==> config.mk <==
export PLATFORM = sky130hd
export DESIGN_NAME = quad_pulse_divider
export DESIGN_NICKNAME = d
export VERILOG_FILES = /design/src/rtl/qdp_pkg.sv /design/src/rtl/qdp_sync.sv /design/src/rtl/qdp_front.sv /design/src/rtl/qdp_quad_cnt.sv /design/src/rtl/qdp_edge_div.sv /design/src/rtl/quad_pulse_divider.sv
export SDC_FILE = /design/constraint.sdc
export NUM_CORES = 1
export LEC_CHECK = 0
export CAP_MARGIN = 0
export CORE_MARGIN = 1.5
export CORE_UTILIZATION = 55
export DETAILED_ROUTE_END_ITERATION = 16
export DONT_BUFFER_PORTS = 1
export PLACE_DENSITY = 0.7
export SYNTH_ARGS = -nofsm -noshare
export SYNTH_HDL_FRONTEND = slang
export SYNTH_HIERARCHICAL = 1
export SYNTH_SLANG_ARGS = --single-unit
==> constraint.sdc <==
create_clock -name clk -period 2.5 [get_ports clk]
set_clock_uncertainty 0.05 [all_clocks]
set_input_delay 0.375 -clock clk [delete_from_list [all_inputs] [get_ports clk]]
set_output_delay 0.375 -clock clk [all_outputs]
set_load 0.05 [all_outputs]
==> src/rtl/qdp_pkg.sv <==
package qdp_pkg;

   typedef enum logic [1:0] {
      OM_QUAD   = 2'd0,
      OM_LEAD   = 2'd1,
      OM_EXTDIR = 2'd2
   } omode_e;

   typedef struct packed {
      logic z;
      logic b;
      logic a;
   } lvl_t;

   // Gray position of an A/B pair: 00->0, 10->1, 11->2, 01->3 (forward = A leads)
   function automatic logic [1:0] quad_idx(input logic a, input logic b);
      return {b, a ^ b};
   endfunction

endpackage

==> src/rtl/qdp_sync.sv <==
module qdp_sync #(
   parameter int STAGES = 2,
   parameter int W      = 1
) (
   input  logic         clk,
   input  logic         rst_n,
   input  logic [W-1:0] d,
   output logic [W-1:0] q
);
   logic [STAGES-1:0][W-1:0] chain;

   always_ff @(posedge clk or negedge rst_n) begin
      if (!rst_n) chain <= '0;
      else        chain <= {chain[STAGES-2:0], d};
   end

   assign q = chain[STAGES-1];
endmodule

==> src/rtl/qdp_front.sv <==
module qdp_front
   import qdp_pkg::*;
#(
   parameter int STAGES = 2
) (
   input  logic clk,
   input  logic rst_n,
   input  logic a_i,
   input  logic b_i,
   input  logic z_i,
   output lvl_t cur,
   output lvl_t prev
);
   logic [2:0] synced;

   qdp_sync #(.STAGES(STAGES), .W(3)) u_sync (
      .clk   (clk),
      .rst_n (rst_n),
      .d     ({z_i, b_i, a_i}),
      .q     (synced)
   );

   assign cur = lvl_t'(synced);

   // one-cycle history: edge detection and the matched delay for pass-through channels
   always_ff @(posedge clk or negedge rst_n) begin
      if (!rst_n) prev <= '0;
      else        prev <= cur;
   end
endmodule

==> src/rtl/qdp_quad_cnt.sv <==
module qdp_quad_cnt
   import qdp_pkg::*;
#(
   parameter int DEN_W = 8
) (
   input  logic             clk,
   input  logic             rst_n,
   input  logic             clr,
   input  logic             en,
   input  lvl_t             cur,
   input  lvl_t             prev,
   input  logic [DEN_W-1:0] n_m1,
   output logic [1:0]       st
);
   logic [DEN_W-1:0] sub;
   logic [1:0]       dlt;
   logic             fwd, rev;

   assign dlt = quad_idx(cur.a, cur.b) - quad_idx(prev.a, prev.b);
   assign fwd = en && (dlt == 2'd1);
   assign rev = en && (dlt == 2'd3);

   // position = st*N + sub, kept modulo 4N
   always_ff @(posedge clk or negedge rst_n) begin
      if (!rst_n) begin
         sub <= '0;
         st  <= '0;
      end else if (clr) begin
         sub <= '0;
         st  <= '0;
      end else if (fwd) begin
         if (sub == n_m1) begin
            sub <= '0;
            st  <= st + 2'd1;
         end else begin
            sub <= sub + DEN_W'(1);
         end
      end else if (rev) begin
         if (sub == '0) begin
            sub <= n_m1;
            st  <= st - 2'd1;
         end else begin
            sub <= sub - DEN_W'(1);
         end
      end
   end
endmodule

==> src/rtl/qdp_edge_div.sv <==
module qdp_edge_div #(
   parameter int DEN_W = 8
) (
   input  logic             clk,
   input  logic             rst_n,
   input  logic             clr,
   input  logic             en,
   input  logic             a_cur,
   input  logic             a_prev,
   input  logic             b_cur,
   input  logic [DEN_W-1:0] n_m1,
   output logic             a_div,
   output logic             lead_b
);
   logic [DEN_W-1:0] cnt;
   logic             a_edge, a_rise;

   assign a_edge = en && (a_cur ^ a_prev);
   assign a_rise = en && a_cur && !a_prev;

   always_ff @(posedge clk or negedge rst_n) begin
      if (!rst_n) begin
         cnt    <= '0;
         a_div  <= 1'b0;
         lead_b <= 1'b0;
      end else if (clr) begin
         cnt    <= '0;
         a_div  <= 1'b0;
         lead_b <= 1'b0;
      end else begin
         if (a_edge) begin
            if (cnt == n_m1) begin
               cnt   <= '0;
               a_div <= ~a_div;
            end else begin
               cnt <= cnt + DEN_W'(1);
            end
         end
         if (a_rise) lead_b <= b_cur;
      end
   end
endmodule

==> src/rtl/quad_pulse_divider.sv <==
module quad_pulse_divider
   import qdp_pkg::*;
#(
   parameter int DEN_W       = 8,
   parameter int SYNC_STAGES = 2,
   localparam int SW_W       = DEN_W + 4
) (
   input  logic            clk,
   input  logic            rst_n,
   input  logic            enc_a_i,
   input  logic            enc_b_i,
   input  logic            enc_z_i,
   input  logic [SW_W-1:0] cfg_sw_n_i,
   output logic            a_out_o,
   output logic            b_out_o,
   output logic            z_out_o
);
   if (DEN_W < 1 || DEN_W > 16) begin : g_bad_den
      $error("quad_pulse_divider: DEN_W must be 1..16");
   end
   if (SYNC_STAGES < 2) begin : g_bad_sync
      $error("quad_pulse_divider: SYNC_STAGES must be at least 2");
   end

   logic [SW_W-1:0]  sw;
   logic [DEN_W-1:0] den, n_m1;
   logic             run, lead_sel, ext_sel, rsv_unused;
   omode_e           mode;
   lvl_t             cur, prev;
   logic [1:0]       st;
   logic             a_div, lead_b;

   assign sw         = ~cfg_sw_n_i;
   assign rsv_unused = sw[0];
   assign ext_sel    = sw[1];
   assign lead_sel   = sw[2];
   assign run        = sw[3];
   assign den        = sw[SW_W-1:4];
   assign n_m1       = (den == '0) ? '0 : den - DEN_W'(1);

   always_comb begin
      if (ext_sel)       mode = OM_EXTDIR;
      else if (lead_sel) mode = OM_LEAD;
      else               mode = OM_QUAD;
   end

   qdp_front #(.STAGES(SYNC_STAGES)) u_front (
      .clk   (clk),
      .rst_n (rst_n),
      .a_i   (enc_a_i),
      .b_i   (enc_b_i),
      .z_i   (enc_z_i),
      .cur   (cur),
      .prev  (prev)
   );

   qdp_quad_cnt #(.DEN_W(DEN_W)) u_quad (
      .clk   (clk),
      .rst_n (rst_n),
      .clr   (!run),
      .en    (mode == OM_QUAD),
      .cur   (cur),
      .prev  (prev),
      .n_m1  (n_m1),
      .st    (st)
   );

   qdp_edge_div #(.DEN_W(DEN_W)) u_div (
      .clk    (clk),
      .rst_n  (rst_n),
      .clr    (!run),
      .en     (mode != OM_QUAD),
      .a_cur  (cur.a),
      .a_prev (prev.a),
      .b_cur  (cur.b),
      .n_m1   (n_m1),
      .a_div  (a_div),
      .lead_b (lead_b)
   );

   always_comb begin
      unique case (mode)
         OM_QUAD: begin
            a_out_o = st[1] ^ st[0];
            b_out_o = st[1];
         end
         OM_LEAD: begin
            a_out_o = a_div;
            b_out_o = lead_b;
         end
         default: begin
            a_out_o = a_div;
            b_out_o = prev.b;
         end
      endcase
   end

   assign z_out_o = prev.z;
endmodule

==> summary.md <==
| Metric | Value |
|---|---|
| Status | `completed` |
| Clk buf depth | `2` |
| Cell taking the most area after synthesis | `dfrtp_1` |
| I/O pins | `20` |
| Final hold violations | `0` |
| Share of layout cells above drive strength 1 | `0.177` |
| Switching Power | `465 uW` |
| CP max FO | `4` |
| Core ar. | `3770 sq um` |
| Critical path arrival | `2460 ps` |
| # diodes | `0` |
| Final setup TNS | `0 ps` |
| RePlAce Congestion | `0.881` |
| Total power | `1.35 mW` |
| CP Capture Type | `flip-flop` |
| Sinks on Clock Net | `29` |
| Chip height | `66.7 um` |
| First DRT Iteration DRCs | `94` |
| Inserted Clock Buffers | `5` |
| Setup violations, final | `0` |
| First-pass GRT wire length | `8480 um` |
| Clock transition at the registers of the reported paths | `60 ps` |
| DIE AREA | `4450 sq um` |
| Gate power share | `0.330` |
| R2R Path Start | `u_front/prev[1]` |
| Crit path kind | `in2reg` |
| Main synth FF type | `dfrtp_1` |
| Drt wl/cell | `15.9 um` |
| WHS Endpoint | `u_front/u_sync/chain[0]` |
| Synth area leaders | `dfrtp_1 33%, xnor2_1 6.3%, ha_1 3.9%, xor2_1 3.9%, nand2_1 3.5%` |
| Vias in the first global route | `1872` |
| Largest net degree at the start of global routing | `30` |
| Critical Path RT | `2650 ps` |
| Pleak | `1.06 nW` |
| Hold path cells | `0` |
| Vias per cell | `6.00` |
| Initial Utilization | `0.592` |
| GR Overflow Total | `0` |
| Top-area cell type share of the netlist area | `0.325` |
| Layout fillers | `321` |
| Top achievable clock speed | `434 MHz` |
| Synth async-reset ratio | `1.00` |
| Number of port buffers | `0` |
| Initial antenna violation count | `0` |
| FF-to-FF path depth | `7` |
| Final wirelength | `5060 um` |
| Post-CTS Setup Repair Bufs | `0` |
| CTS tree | `done` |
| Yosys reg bits | `29` |
| Crit path launch type | `input port` |
| Post-Syn Nets | `277` |
| H-tree lvl count | `2` |
| Library cells used by synthesis | `57` |
| Final nets | `294` |
| Register area share after synthesis | `0.325` |
| YS warnings | `6` |
| Synth Cell Area | `2230 sq um` |
| Horiz. Die Dim | `66.7 um` |
| Total track usage | `0.252` |
| Post-route DRC | `0` |
| R2R Path End | `u_quad/sub[3]` |
| Cell Pwr Density | `539 nW/um^2` |
| Flop pwr share | `0.389` |
| Sw Share | `0.344` |
| Vias | `1914` |
| Top-count cell post-synth | `dfrtp_1` |
| Max-slew violation count | `0` |
| Power share of the clock group | `0.281` |
| Hold_sp | `enc_a_i` |
| Period minus WS final | `2310 ps` |
| Rel. slew slack | `0.685` |
| Worst-margin pin slew | `467 ps` |
| Post-route ant nets | `0` |
| Max-Cap Viols | `0` |
| First-pass DRT Iterations | `4` |
| HP Class | `in2reg` |
| Maximum VDD drop | `0.000346 V` |
| Clk_lat worst skew | `280 ps` |
| Final Cycle Share | `0.923` |
| EDFF count, synth | `0` |
| Unrepaired setup endpoints after global routing | `no` |
| Internal | `888 uW` |
| Mapped Cells | `253` |
| Post-DP HPWL | `3730 um` |
| Area Growth Syn to Fin | `12.6%` |
| Commonest cells in the netlist | `29 x dfrtp_1, 21 x nand2_1, 16 x xnor2_1` |
| Mean Syn Cell Area | `8.82 sq um` |
| CTS root buffer | `clkbuf_8` |
| Row Count | `22` |
| Reg2reg setup slack | `220 ps` |
## layer usage
layer	routed length, um	vias to the layer above	part of all wire	track usage
met4	36	0	0.0071	0.0816
met5	0	-	0	0
li1	-	947	-	-
met2	2340	52	0.46	0.401
met1	2450	911	0.48	0.348
met3	237	4	0.047	0.0439
## registers in the layout, indices dropped and copies added (netlist names)
| signal | flops |
|---|---|
| u_div/a_div | 1 |
| u_div/cnt | 8 |
| u_div/lead_b | 1 |
| u_front/prev | 3 |
| u_front/u_sync/chain | 3 |
| u_front/u_sync/q | 3 |
| u_quad/st | 2 |
| u_quad/sub | 8 |
## layout make-up
type / instances / area [sq um] / area share
multi-input cells: 197 / 1380 / 0.551
flip-flops and latches: 29 / 726 / 0.289
repair buffers: 27 / 218 / 0.0867
clock buffers: 5 / 68.8 / 0.0274
well taps: 48 / 60.1 / 0.0239
inverters: 10 / 37.5 / 0.0149
clock inverters: 3 / 17.5 / 0.00698
## critical path: stages
cell     delay, ps
ha_1           200
or2_2          270
a21oi_1        240
xor2_1         110
nor4_2         420
buf_4          190
a31oi_1        120
or3_1          380
a21oi_1        160
## cell usage in the layout (no fill, tap or decap), types with 4 or more instances in the layout
cell      synthesis  layout
nand2_1          21      21
or3_1             5       5
a21oi_1          15      15
buf_4             3      25
nand2b_1          6       6
o21ai_0          13      12
xor2_1           10      10
dfrtp_1          29      29
clkbuf_8          0       5
o31ai_1           6       5
mux2i_1           6       6
ha_1              7       7
nand3_1           7       7
or4_1             4       4
nand4_1           7       7
inv_1            10      10
nor3_1            5       5
nor2_1           14      13
xnor2_1          16      16
## repair_timing
item,in CTS,in global routing
gates resized for setup,0,2
hold endpoints to repair,29,0
endpoints found under the setup margin,0,6
hold buffers,2,0
## cells by family (layout without fill, tap and decap cells)
kind of cell             Yosys count  after routing  share of synthesized area
AO/OA/AOI/OAI                     62             62                      0.189
XOR/XNOR                          29             29                      0.130
adder cells (fa/ha/maj)            7              7                     0.0393
buffers and inverters             27             45                     0.0606
flip-flops                        29             29                      0.325
multiplexers                       6              6                     0.0269
AND/OR/NAND/NOR                   93             93                      0.229
## per-stage QoR
step,util,hold slack [ps],cell area [sq um],std cells,setup WS [ps]
floorplan,-,29.4,2240,253,13.4
global placement,0.634,30.3,2390,309,-22.3
detailed placement,0.634,30.3,2390,309,-31.9
CTS,0.665,63.8,2510,319,111
global route,0.666,56.1,2510,319,49.3
finish,0.666,73.6,2510,319,194
## power by group through the flow
| stage | combinational, mW | sequential [mW] | clock (mW) |
|---|---|---|---|
| after global routing | 0.492 | 0.531 | 0.411 |
| final | 0.446 | 0.526 | 0.380 |
| after detailed placement | 0.423 | 0.535 | 0 |
| after floorplan | 0.347 | 0.522 | 0 |
| after global placement | 0.414 | 0.534 | 0 |
| after CTS | 0.441 | 0.526 | 0.392 |
## how the worst max path moves through the flow
stage                               end  cells after the start           startpoint
after global placement    u_quad/sub[7]                      8        cfg_sw_n_i[4]
after CTS                 u_quad/sub[3]                      6      u_front/prev[1]
after detailed placement  u_quad/sub[6]                      8        cfg_sw_n_i[4]
after global routing      u_quad/sub[3]                      7  u_front/u_sync/q[1]
final                      u_quad/st[1]                      9        cfg_sw_n_i[4]
after floorplan           u_quad/sub[6]                      9        cfg_sw_n_i[4]
(Power assumes the default switching activity.)
